==> src/rtl/nor_poll_pkg.sv <==
package nor_poll_pkg;

  typedef enum logic [1:0] {
    RES_NONE = 2'b00,
    RES_OK   = 2'b01,
    RES_ERR  = 2'b10,
    RES_TMO  = 2'b11
  } result_e;

  typedef enum logic [2:0] {
    ST_IDLE,
    ST_CHECK,
    ST_RD_A,
    ST_RD_B,
    ST_EVAL,
    ST_DONE
  } poll_state_e;

  // strobes from control to datapath
  typedef struct packed {
    logic load;       // latch address and budget, clear cycle counter
    logic capFirst;   // capture first word of a pair
    logic capSecond;  // capture second word of a pair
    logic tick;       // advance the cycle counter
  } dp_ctrl_t;

endpackage

==> src/rtl/nor_poll_dp.sv <==
module nor_poll_dp
  import nor_poll_pkg::*;
#(
  parameter int AW         = 24,
  parameter int DW         = 16,
  parameter int TW         = 16,
  parameter int TOGGLE_BIT = 6,
  parameter int FAULT_BIT  = 5
) (
  input  logic          clk,
  input  logic          rst_n,
  input  dp_ctrl_t      ctl,
  input  logic [AW-1:0] startAddr,
  input  logic [TW-1:0] startLimit,
  input  logic [DW-1:0] readData,
  output logic [AW-1:0] pollAddr,
  output logic          limitHit,
  output logic          bitSame,
  output logic          faultSeen
);
  localparam logic [DW-1:0] TOGGLE_MASK = DW'(1) << TOGGLE_BIT;
  localparam logic [DW-1:0] FAULT_MASK  = DW'(1) << FAULT_BIT;
  localparam logic [TW-1:0] NO_LIMIT    = '1;

  logic [TW-1:0] limitReg;
  logic [TW-1:0] cycleCnt;
  logic [DW-1:0] firstWord;
  logic [DW-1:0] secondWord;

  always_ff @(posedge clk) begin
    if (!rst_n) begin
      pollAddr   <= '0;
      limitReg   <= '0;
      cycleCnt   <= '0;
      firstWord  <= '0;
      secondWord <= '0;
    end else begin
      if (ctl.load) begin
        pollAddr <= startAddr;
        limitReg <= startLimit;
        cycleCnt <= '0;
      end else if (ctl.tick && cycleCnt != '1) begin
        cycleCnt <= cycleCnt + 1'b1;
      end
      if (ctl.capFirst)  firstWord  <= readData;
      if (ctl.capSecond) secondWord <= readData;
    end
  end

  assign limitHit  = (limitReg != NO_LIMIT) && (cycleCnt >= limitReg);
  assign bitSame   = ~|((firstWord ^ secondWord) & TOGGLE_MASK);
  assign faultSeen = |(firstWord & FAULT_MASK);

endmodule

==> src/rtl/nor_poll_ctrl.sv <==
module nor_poll_ctrl
  import nor_poll_pkg::*;
(
  input  logic       clk,
  input  logic       rst_n,
  input  logic       startReq,
  input  logic       readValid,
  input  logic       limitHit,
  input  logic       bitSame,
  input  logic       faultSeen,
  output dp_ctrl_t   ctl,
  output logic       readReq,
  output logic       resultValid,
  output logic [1:0] resultCode
);
  poll_state_e state;
  logic        retryPair;
  result_e     result;

  always_ff @(posedge clk) begin
    if (!rst_n) begin
      state     <= ST_IDLE;
      retryPair <= 1'b0;
      result    <= RES_NONE;
    end else begin
      case (state)
        ST_IDLE: if (startReq) begin
          state     <= ST_CHECK;
          retryPair <= 1'b0;
        end
        ST_CHECK: begin
          if (limitHit) begin
            result <= RES_TMO;
            state  <= ST_DONE;
          end else begin
            state <= ST_RD_A;
          end
        end
        ST_RD_A: if (readValid) state <= ST_RD_B;
        ST_RD_B: if (readValid) state <= ST_EVAL;
        ST_EVAL: begin
          if (bitSame) begin
            result <= RES_OK;
            state  <= ST_DONE;
          end else if (retryPair) begin
            result <= RES_ERR;
            state  <= ST_DONE;
          end else if (faultSeen) begin
            retryPair <= 1'b1;
            state     <= ST_RD_A;
          end else begin
            state <= ST_CHECK;
          end
        end
        ST_DONE: state <= ST_IDLE;
        default: state <= ST_IDLE;
      endcase
    end
  end

  always_comb begin
    ctl.load      = (state == ST_IDLE) && startReq;
    ctl.capFirst  = (state == ST_RD_A) && readValid;
    ctl.capSecond = (state == ST_RD_B) && readValid;
    ctl.tick      = (state != ST_IDLE);
  end

  assign readReq     = (state == ST_RD_A) || (state == ST_RD_B);
  assign resultValid = (state == ST_DONE);
  assign resultCode  = (state == ST_DONE) ? result : RES_NONE;

endmodule

==> src/rtl/nor_busy_poller.sv <==
module nor_busy_poller
  import nor_poll_pkg::*;
#(
  parameter int AW = 24,
  parameter int DW = 16,
  parameter int TW = 16
) (
  input  logic          clk,
  input  logic          rst_n,
  input  logic          startReq,
  input  logic [AW-1:0] startAddr,
  input  logic [TW-1:0] startLimit,
  output logic          readReq,
  output logic [AW-1:0] readAddr,
  input  logic          readValid,
  input  logic [DW-1:0] readData,
  output logic          resultValid,
  output logic [1:0]    resultCode
);
  dp_ctrl_t ctl;
  logic     limitHit;
  logic     bitSame;
  logic     faultSeen;

  nor_poll_ctrl u_ctrl (
    .clk         (clk),
    .rst_n       (rst_n),
    .startReq    (startReq),
    .readValid   (readValid),
    .limitHit    (limitHit),
    .bitSame     (bitSame),
    .faultSeen   (faultSeen),
    .ctl         (ctl),
    .readReq     (readReq),
    .resultValid (resultValid),
    .resultCode  (resultCode)
  );

  nor_poll_dp #(.AW(AW), .DW(DW), .TW(TW)) u_dp (
    .clk        (clk),
    .rst_n      (rst_n),
    .ctl        (ctl),
    .startAddr  (startAddr),
    .startLimit (startLimit),
    .readData   (readData),
    .pollAddr   (readAddr),
    .limitHit   (limitHit),
    .bitSame    (bitSame),
    .faultSeen  (faultSeen)
  );

endmodule

==> config.mk <==
export PLATFORM = sky130hd
export DESIGN_NAME = nor_busy_poller
export DESIGN_NICKNAME = d
export VERILOG_FILES = /design/src/rtl/nor_poll_pkg.sv /design/src/rtl/nor_poll_dp.sv /design/src/rtl/nor_poll_ctrl.sv /design/src/rtl/nor_busy_poller.sv
export SDC_FILE = /design/constraint.sdc
export NUM_CORES = 1
export LEC_CHECK = 0
export ABC_AREA = 1
export BUFFER_PORTS_ARGS = -buffer_cell sky130_fd_sc_hd__buf_2
export CELL_PAD_IN_SITES_DETAIL_PLACEMENT = 1
export CELL_PAD_IN_SITES_GLOBAL_PLACEMENT = 2
export CORE_MARGIN = 2
export CORE_UTILIZATION = 29
export CTS_CLUSTER_SIZE = 8
export DETAILED_ROUTE_END_ITERATION = 8
export PLACE_DENSITY_LB_ADDON = 0.15
export SLEW_MARGIN = 10
export SYNTH_ARGS = -nofsm -noshare
export SYNTH_HDL_FRONTEND = slang
export SYNTH_SLANG_ARGS = --single-unit
==> constraint.sdc <==
create_clock -name clk -period 1.7 [get_ports clk]
set_input_delay 0.34 -clock clk [delete_from_list [all_inputs] [get_ports clk]]
set_output_delay 0.34 -clock clk [all_outputs]
set_load 0.005 [all_outputs]
**Word-level counts from Yosys, hierarchy flattened**

Index checks and enable logic that the tools add are counted.

- Add/subtract/negate cells: 1
- Magnitude comparators: 1
- Eq/ne operators: 13
- Mux-type cells: 18
- Bitwise operators: 2
- Reductions and logical operators: 14

Operator list:

| cell | count |
|---|---|
| != test 16 bit (second input constant) | 2 |
| 2-to-1 mux 3 bit | 6 |
| adder 16 x 1 -> 16 bit (second input constant) | 1 |
| greater-or-equal comparator 16 bit | 1 |
| one-hot mux 3 bit (5 select lines) | 1 |
| 2-to-1 mux 2 bit | 5 |
| AND reduction 3 bit | 3 |
| != test 2 bit (second input constant) | 4 |
| bitwise XOR 7 bit | 1 |
| equality test 3 x 2 -> 1 bit (second input constant) | 2 |
| equality test 3 bit (second input constant) | 2 |
| logical AND 1 bit | 5 |
| 2-to-1 mux 1 bit | 4 |
| one-hot mux 2 bit (2 select lines) | 1 |
| nonzero test 2 bit | 2 |
| equality test 3 x 1 -> 1 bit (second input constant) | 1 |
| zero test 3 bit | 1 |
| != test 3 bit (second input constant) | 1 |
| nonzero test 3 bit | 1 |
| != test 2 x 1 -> 1 bit (second input constant) | 1 |
| one-hot mux 1 bit (2 select lines) | 1 |
| OR reduction 2 bit | 1 |
| logical OR 1 bit | 1 |
| inverter 1 bit | 1 |

- Register bits: 76
- Bits of input ports: 60
- Logic and storage cells: 57

**Longest topological paths before layout**

Gate-level depths: netlist of run 1.

- Depth in word-level cells: 4
- Mapped depth: 16
- Mapped depth without buffers: 16

**Hierarchy**

Synthesis of run 1 repeated with hierarchy kept, for this count alone.

- Cells, all modules: 451
- Area, all modules: 3,225.6 µm²

By module, submodules not included:

| module | times used | cells each | area each (µm²) | sequential area each (µm²) |
|---|---|---|---|---|
| nor_poll_dp | 1 | 380 | 2,778.9 | 1,181.1 |
| nor_poll_ctrl | 1 | 71 | 446.7 | 120.1 |

**Worst setup path after synthesis of run 1**

No wires, ideal clock.

- Path kind: register to register
- Start: register u_dp.cycleCnt[0]
- End: register u_ctrl.state[0]
- Data arrival time: 1.394 ns
- Required time: 1.588 ns
- Path slack: 0.194 ns
- Cell stages (with the launch flop): 15
- Path buffers: 0
- Clock period less this slack: 1.506 ns
- Path through: dfxtp_1 -> inv_1 -> ha_1 -> nand2_1 -> nor2_1 -> nor2_1 -> nand2_1 -> nand2_1 -> nand2_1 -> nand2_1 -> nand2_1 -> nand3_1 -> o21ai_0 -> nand2_1 -> nand2_1

- Word-level cells in the longest chain between the ends: 4

Ends and longest elaborated chain:

| element | line | text |
|---|---|---|
| start: declaration | nor_poll_dp.sv:26 | `logic [TW-1:0] cycleCnt;` |
| start signal: assignment | nor_poll_dp.sv:43 | `cycleCnt <= cycleCnt + 1'b1;` |
| greater-or-equal comparator 16 bit | nor_poll_dp.sv:50 | `assign limitHit = (limitReg != NO_LIMIT) && (cycleCnt >= limitReg);` |
| logical AND 1 bit | nor_poll_dp.sv:50 |  |
| 2-to-1 mux 3 bit | nor_poll_ctrl.sv:32 | `if (limitHit) begin` |
| one-hot mux 3 bit (5 select lines) | nor_poll_ctrl.sv:26 | `case (state)` |
| end signal: assignment | nor_poll_ctrl.sv:28 | `state <= ST_CHECK;` |
| end signal: assignment | nor_poll_ctrl.sv:34 | `state <= ST_DONE;` |
| end signal: assignment | nor_poll_ctrl.sv:36 | `state <= ST_RD_A;` |
| end: declaration | nor_poll_ctrl.sv:16 | `poll_state_e state;` |

Every way passes these cells.
A chain may end at the register's enable or synchronous reset.

**Worst setup path after layout of run 1**

- Start: register u_dp.cycleCnt[6]
- End: register u_dp.cycleCnt[3]

- Word-level cells in the longest chain between the ends: 2

Ends and longest elaborated chain:

| element | line | text |
|---|---|---|
| != test 16 bit | nor_poll_dp.sv:42 | `end else if (ctl.tick && cycleCnt != '1) begin` |
| logical AND 1 bit | nor_poll_dp.sv:42 |  |

Every way passes these cells.

==> results of run 1 <==
cell families (layout without fill, tap and decap cells):
logic type | after synthesis | in the layout | share of synthesized area
xor+xnor | 8 | 8 | 0.02165
fa+ha+maj | 17 | 17 | 0.06571
simple gates | 183 | 184 | 0.2621
buf+inv | 66 | 181 | 0.09122
compound gates | 97 | 97 | 0.1573
flops | 65 | 65 | 0.4020
tightest hold or removal path, stage by stage:
cell	delay (ps)
buf_2	70
o21ai_0	70
nor2_1	80
state kept, by name, summed over array words and instances, names as in the netlist:
| register | flops |
|---|---|
| u_dp.cycleCnt | 16 |
| u_dp.secondWord | 1 |
| u_dp.limitReg | 16 |
| u_ctrl.state | 3 |
| u_dp.pollAddr | 24 |
| u_ctrl.result | 2 |
| u_ctrl.retryPair | 1 |
| u_dp.firstWord | 2 |
routing by layer:
layer  vias to the layer above  share of wire  track usage
met5                         -              0            0
met4                         0          0.023      0.07505
met3                        18          0.054      0.05276
met2                        56           0.48       0.2760
met1                      1541           0.45       0.2140
li1                       1675              -            -
Yosys cell counts (8+ instances only):
cell type,n,share of area
nand2_1,89,0.10
a21oi_1,66,0.10
dfxtp_1,65,0.40
inv_1,44,0.051
nand3_1,38,0.059
nor2_1,24,0.028
o21ai_0,24,0.037
ha_1,17,0.066
nand4_1,10,0.019
clkbuf_1,8,0.0093
nor3_1,8,0.012
xor2_1,8,0.022
cell type report:
| class | count | area share |
|---|---|---|
| multi-input cells | 306 | 0.4106 |
| flip-flops and latches | 65 | 0.2985 |
| repair buffers | 117 | 0.1641 |
| inverters | 48 | 0.04180 |
| well taps | 140 | 0.03954 |
| clock buffers | 9 | 0.02796 |
| clock inverters | 7 | 0.01751 |
what timing repair did:
item	4_1_cts	5_1_grt
cloned	0	1
setup buffers	0	14
pin swaps	1	24
endpoints found under the setup margin	6	23
resized for setup	6	59
per-stage QoR:
stage / TNS [ps] / util
final: 0 / 0.4069
after global routing: -368.9 / 0.4069
after CTS: 0 / 0.3792
after detailed placement: -124.1 / 0.3587
after global placement: 0 / 0.3587
after floorplan: 0 / -
path summary, 6_finish.rpt:
kind	start	endpoint	slack, ps
min reg2reg	u_dp.pollAddr[17]	u_dp.pollAddr[17]	460
min	readData[5]	u_dp.firstWord[5]	240
max reg2reg	u_dp.cycleCnt[6]	u_dp.cycleCnt[3]	30
max	u_dp.cycleCnt[6]	u_dp.cycleCnt[3]	30
power groups by stage:
stage                     Combinational (uW)  Sequential [uW]  Clock (uW)
after global routing                    3050             2100        1520
after floorplan                         1540             2050           0
final                                   2670             2060        1390
after detailed placement                2310             2060           0
after CTS                               2330             2030        1440
after global placement                  2260             2050           0
==> flow_summary.yaml, run 1 <==
finish:
  stdcell_area_mm2: 0.004431
  syn_to_final_growth_pct: 36.88
  multi_input_comb_area_mm2: 0.001819
  nets: 624
  diodes: 0
  drive_gt1_frac: 0.3551
  seqCellArea_mm2: 0.001323
  mostFrequentLayoutCell: "nand2_1"
  final_cells: 692
  mostFrequentLayoutCells: "nand2_1 (82), buf_2 (73), a21oi_1 (60)"
  fillCellCount: 1363
die:
  ios: 88
  die-height_um: 109.7
  row_count: 38
  fp.dieArea_mm2: 0.01202
  die_w_um: 109.7
  initial_utilization: 0.2973
  core_mm2: 0.01089
global_routing:
  antenna_found_initial: 1
  grt_pass1_wl_um: 15930
  grt-ovfl-total: 0
  grt_pass1_vias: 3349
  grt_util_all_layers: 0.1726
  grt_max_degree: 41
routing:
  antenna_left: 0
  drc: 0
  routed_wl_um: 9919
  routed-via-count: 3290
  wl_per_cell_um: 14.33
  firstDrtPassIters: 4
  viasPerCell: 4.754
  drt-initial-drc-count: 106
yosys:
  synthArstFlopShare: 0
  yosys_warnings: 0
  ys_seq_area_frac: 0.4020
  syn_area_mm2: 0.003237
  synth_cell_type_count: 34
  synthCells: 436
  synth-edff-count: 0
  synth.avg_cell_area_um2: 7.424
  ys_ff_latch: 65
  synth_flop_cell: "dfxtp_1"
  syn_nets: 513
power:
  power.switching_uw: 2485
  power_frac_comb: 0.437
  swShare: 0.4057
  p_seq_frac: 0.337
  p_int_uw: 3639
  p_total_uw: 6124
  clkPwrFrac: 0.226
  ir_worst_vdd_uv: 582.8
  powerDensity_mw_per_mm2: 1382
  p_leak_uw: 0.001907
setup_path:
  critical_path_class: "reg -> reg"
  cp_max_fo: 5
  reg2reg_depth: 8
  cpMostUsedCell: "nand4_1"
  start_kind: "flip-flop"
  critical-path-slowest-cell: "dfxtp_2"
  crit_arrival_ps: 1960
  cp_data_required_time_ps: 1990
  crit_buf_inv: 2
  cp_slowest_stage_delay_ps: 350
  path_delay_family: "simple AND/OR/NAND/NOR gates"
  crit_cells: 8
  cp_cell_sequence: "buf_6 -> nand4_1 -> nor2_2 -> nand4_1 -> nand2_4 -> buf_4 -> o21ai_0 -> a21oi_1"
  endpoint_kind: "flip-flop"
timing:
  setup_viol: 0
  tightest_slew_ps: 593.1
  rsz0062_at_grt: "yes"
  clock_skew_ps: 12.40
  setup_ws_ps: 26.36
  drv_slew: 0
  period_share: 0.9845
  hold_viol_final: 0
  whs_ps: 235.1
  max_slew_margin: 0.6038
  max_freq_ghz: 0.5975
  period_minus_slack_ps: 1674
clock_network:
  cts_num_sinks: 65
  h-tree-depth: 3
  cts_tree: "built"
  cts.clk_slew.worst_paths_ps: 80
  cts_buffers: 9
  clkLatencyLatePin_ps: 360
  cts_hold_buf: 0
  cts.root.buffer_cell: "clkbuf_8"
  cts_buffer_depth: 2
placed_design:
  hpwl_um: 7182
  place_ws_ps: -61.23
  post-place-cells: 661
  placed_area_mm2: 0.003905
  portBuffers: 73
  place.gp.congestion: 0.7947
hold_path:
  hold_path_class: "in -> reg"
  holdPathStages: 3
outcome:
  status: "finished clean"
flow_run:
  drv_cap: 0
(Power assumes the default switching activity.)
==> run 2, diff against run 1 <==
--- a/config.mk
+++ b/config.mk
@@ -13,6 +13,7 @@
 export CORE_UTILIZATION = 29
 export CTS_CLUSTER_SIZE = 8
 export DETAILED_ROUTE_END_ITERATION = 8
+export MAX_ROUTING_LAYER = met4
 export PLACE_DENSITY_LB_ADDON = 0.15
 export SLEW_MARGIN = 10
 export SYNTH_ARGS = -nofsm -noshare
==> flow_summary.yaml, run 2 (synthesis gave the netlist of run 1 again) <==
power:
  p_seq_frac: 0.337
  p_leak_uw: 0.001907
  clkPwrFrac: 0.227
  swShare: 0.4062
  powerDensity_mw_per_mm2: 1384
  power.switching_uw: 2489
  ir_worst_vdd_uv: 585.8
  power_frac_comb: 0.436
  p_int_uw: 3638
global_routing:
  grt_pass1_wl_um: 15880
  grt_util_all_layers: 0.1770
  antenna_found_initial: 1
  grt-ovfl-total: 0
  grt_max_degree: 41
  grt_pass1_vias: 3359
routing:
  antenna_left: 0
  viasPerCell: 4.756
  routed_wl_um: 9922
  firstDrtPassIters: 4
  routed-via-count: 3296
  drt-initial-drc-count: 98
  wl_per_cell_um: 14.32
  drc: 0
timing:
  clock_skew_ps: 12.41
  drv_slew: 0
  rsz0062_at_grt: "yes"
  period_minus_slack_ps: 1678
  period_share: 0.9873
  max_slew_margin: 0.6038
  setup_ws_ps: 21.60
  hold_viol_final: 0
  max_freq_ghz: 0.5958
  setup_viol: 0
  tightest_slew_ps: 593.0
finish:
  largest-register: "u_dp.pollAddr"
  drive_gt1_frac: 0.3551
  top_regs: "u_dp.pollAddr: 24 flops, u_dp.cycleCnt: 16 flops, u_dp.limitReg: 16 flops"
  syn_to_final_growth_pct: 36.80
  fillCellCount: 1364
  mostFrequentLayoutCells: "nand2_1 (82), buf_2 (73), a21oi_1 (60)"
  nets: 624
  mostFrequentLayoutCell: "nand2_1"
  seqCellArea_mm2: 0.001323
  stdcell_area_mm2: 0.004428
  largest_reg_flops: 24
  multi_input_comb_area_mm2: 0.001814
  final_cells: 693
clock_network:
  cts.clk_slew.worst_paths_ps: 80
  clkLatencyLatePin_ps: 360
  cts_tree: "built"
  cts.root.buffer_cell: "clkbuf_8"
  h-tree-depth: 3
  cts_buffer_depth: 2
  cts_num_sinks: 65
  cts_buffers: 9
  cts_hold_buf: 0
setup_path:
  endpoint_kind: "flip-flop"
  reg2reg_depth: 8
  cp_max_fo: 5
  r2r-start: "u_dp.cycleCnt[6]"
  crit_arrival_ps: 1960
  startpoint: "u_dp.cycleCnt[6]"
  cp_data_required_time_ps: 1990
  start_kind: "flip-flop"
  critical_path_class: "reg -> reg"
die:
  row_count: 38
  initial_utilization: 0.2973
  fp.dieArea_mm2: 0.01202
  die_w_um: 109.7
  die-height_um: 109.7
  ios: 88
  core_mm2: 0.01089
outcome:
  status: "finished clean"
hold_path:
  hold_path_class: "in -> reg"
  holdPathStages: 3
  hold_path_startpoint: "readData[5]"
placed_design:
  place.gp.congestion: 0.8060
  placed_area_mm2: 0.003905
  portBuffers: 73
  hpwl_um: 7182
  post-place-cells: 661
  place_ws_ps: -61.23
flow_run:
  drv_cap: 0
-- run 2: cell types whose count changed in the layout (fill, tap and decap cells not counted) --
cell	delta
nor2_4	-1
nor2_2	+1
diode_2	+1
-- run 2: area by class of cell --
| cell class | instances | area share |
|---|---|---|
| multi-input combinational | 306 | 0.4097 |
| clock inverter | 7 | 0.01752 |
| inverter | 48 | 0.04182 |
| tap | 140 | 0.03956 |
| sequential | 65 | 0.2987 |
| timing repair buffer | 117 | 0.1642 |
| antenna | 1 | 0.0005651 |
| clock buffer | 9 | 0.02797 |
-- run 2: critical path: stages, from the launching register on --
cell     delay (ps)
dfxtp_2         350
buf_6           110
nand4_1         160
nor2_2          170
nand4_1         230
nand2_4         190
buf_4           140
o21ai_0          90
a21oi_1         160
-- run 2: timing repair --
action                     in CTS  in global routing
pin swaps                       1                 24
buffers inserted                0                 14
gates resized for setup         6                 58
gates cloned                    0                  1
setup endpoints to repair       6                 23
-- run 2: layer usage --
| metal | part of all wire | global-route usage |
|---|---|---|
| met5 | 0 | - |
| met4 | 0.023 | 0.07505 |
| met3 | 0.037 | 0.03616 |
| met2 | 0.48 | 0.2773 |
| met1 | 0.46 | 0.2216 |
-- run 2: final timing paths --
kind,slack [ps],to
min,240,u_dp.firstWord[5]
max reg2reg,20,u_dp.cycleCnt[3]
min reg2reg,460,u_dp.pollAddr[17]
max,20,u_dp.cycleCnt[3]
-- run 2: power groups by stage --
stage / Combinational, uW / Clock, uW / Sequential, uW
finish: 2670 / 1390 / 2060
floorplan: 1540 / 0 / 2050
CTS: 2330 / 1440 / 2030
global route: 3040 / 1520 / 2100
global placement: 2260 / 0 / 2050
detailed placement: 2310 / 0 / 2060
-- run 2: per-stage QoR --
stage	hold WS [ps]	util	setup TNS [ps]	power, uW
after detailed placement	452.9	0.3587	-124.1	4368
final	235.6	0.4067	0	6127
after global placement	445.6	0.3587	0	4303
after floorplan	447.3	-	0	3584
after CTS	220.7	0.3792	0	5806
after global routing	222.7	0.4067	-375.6	6666
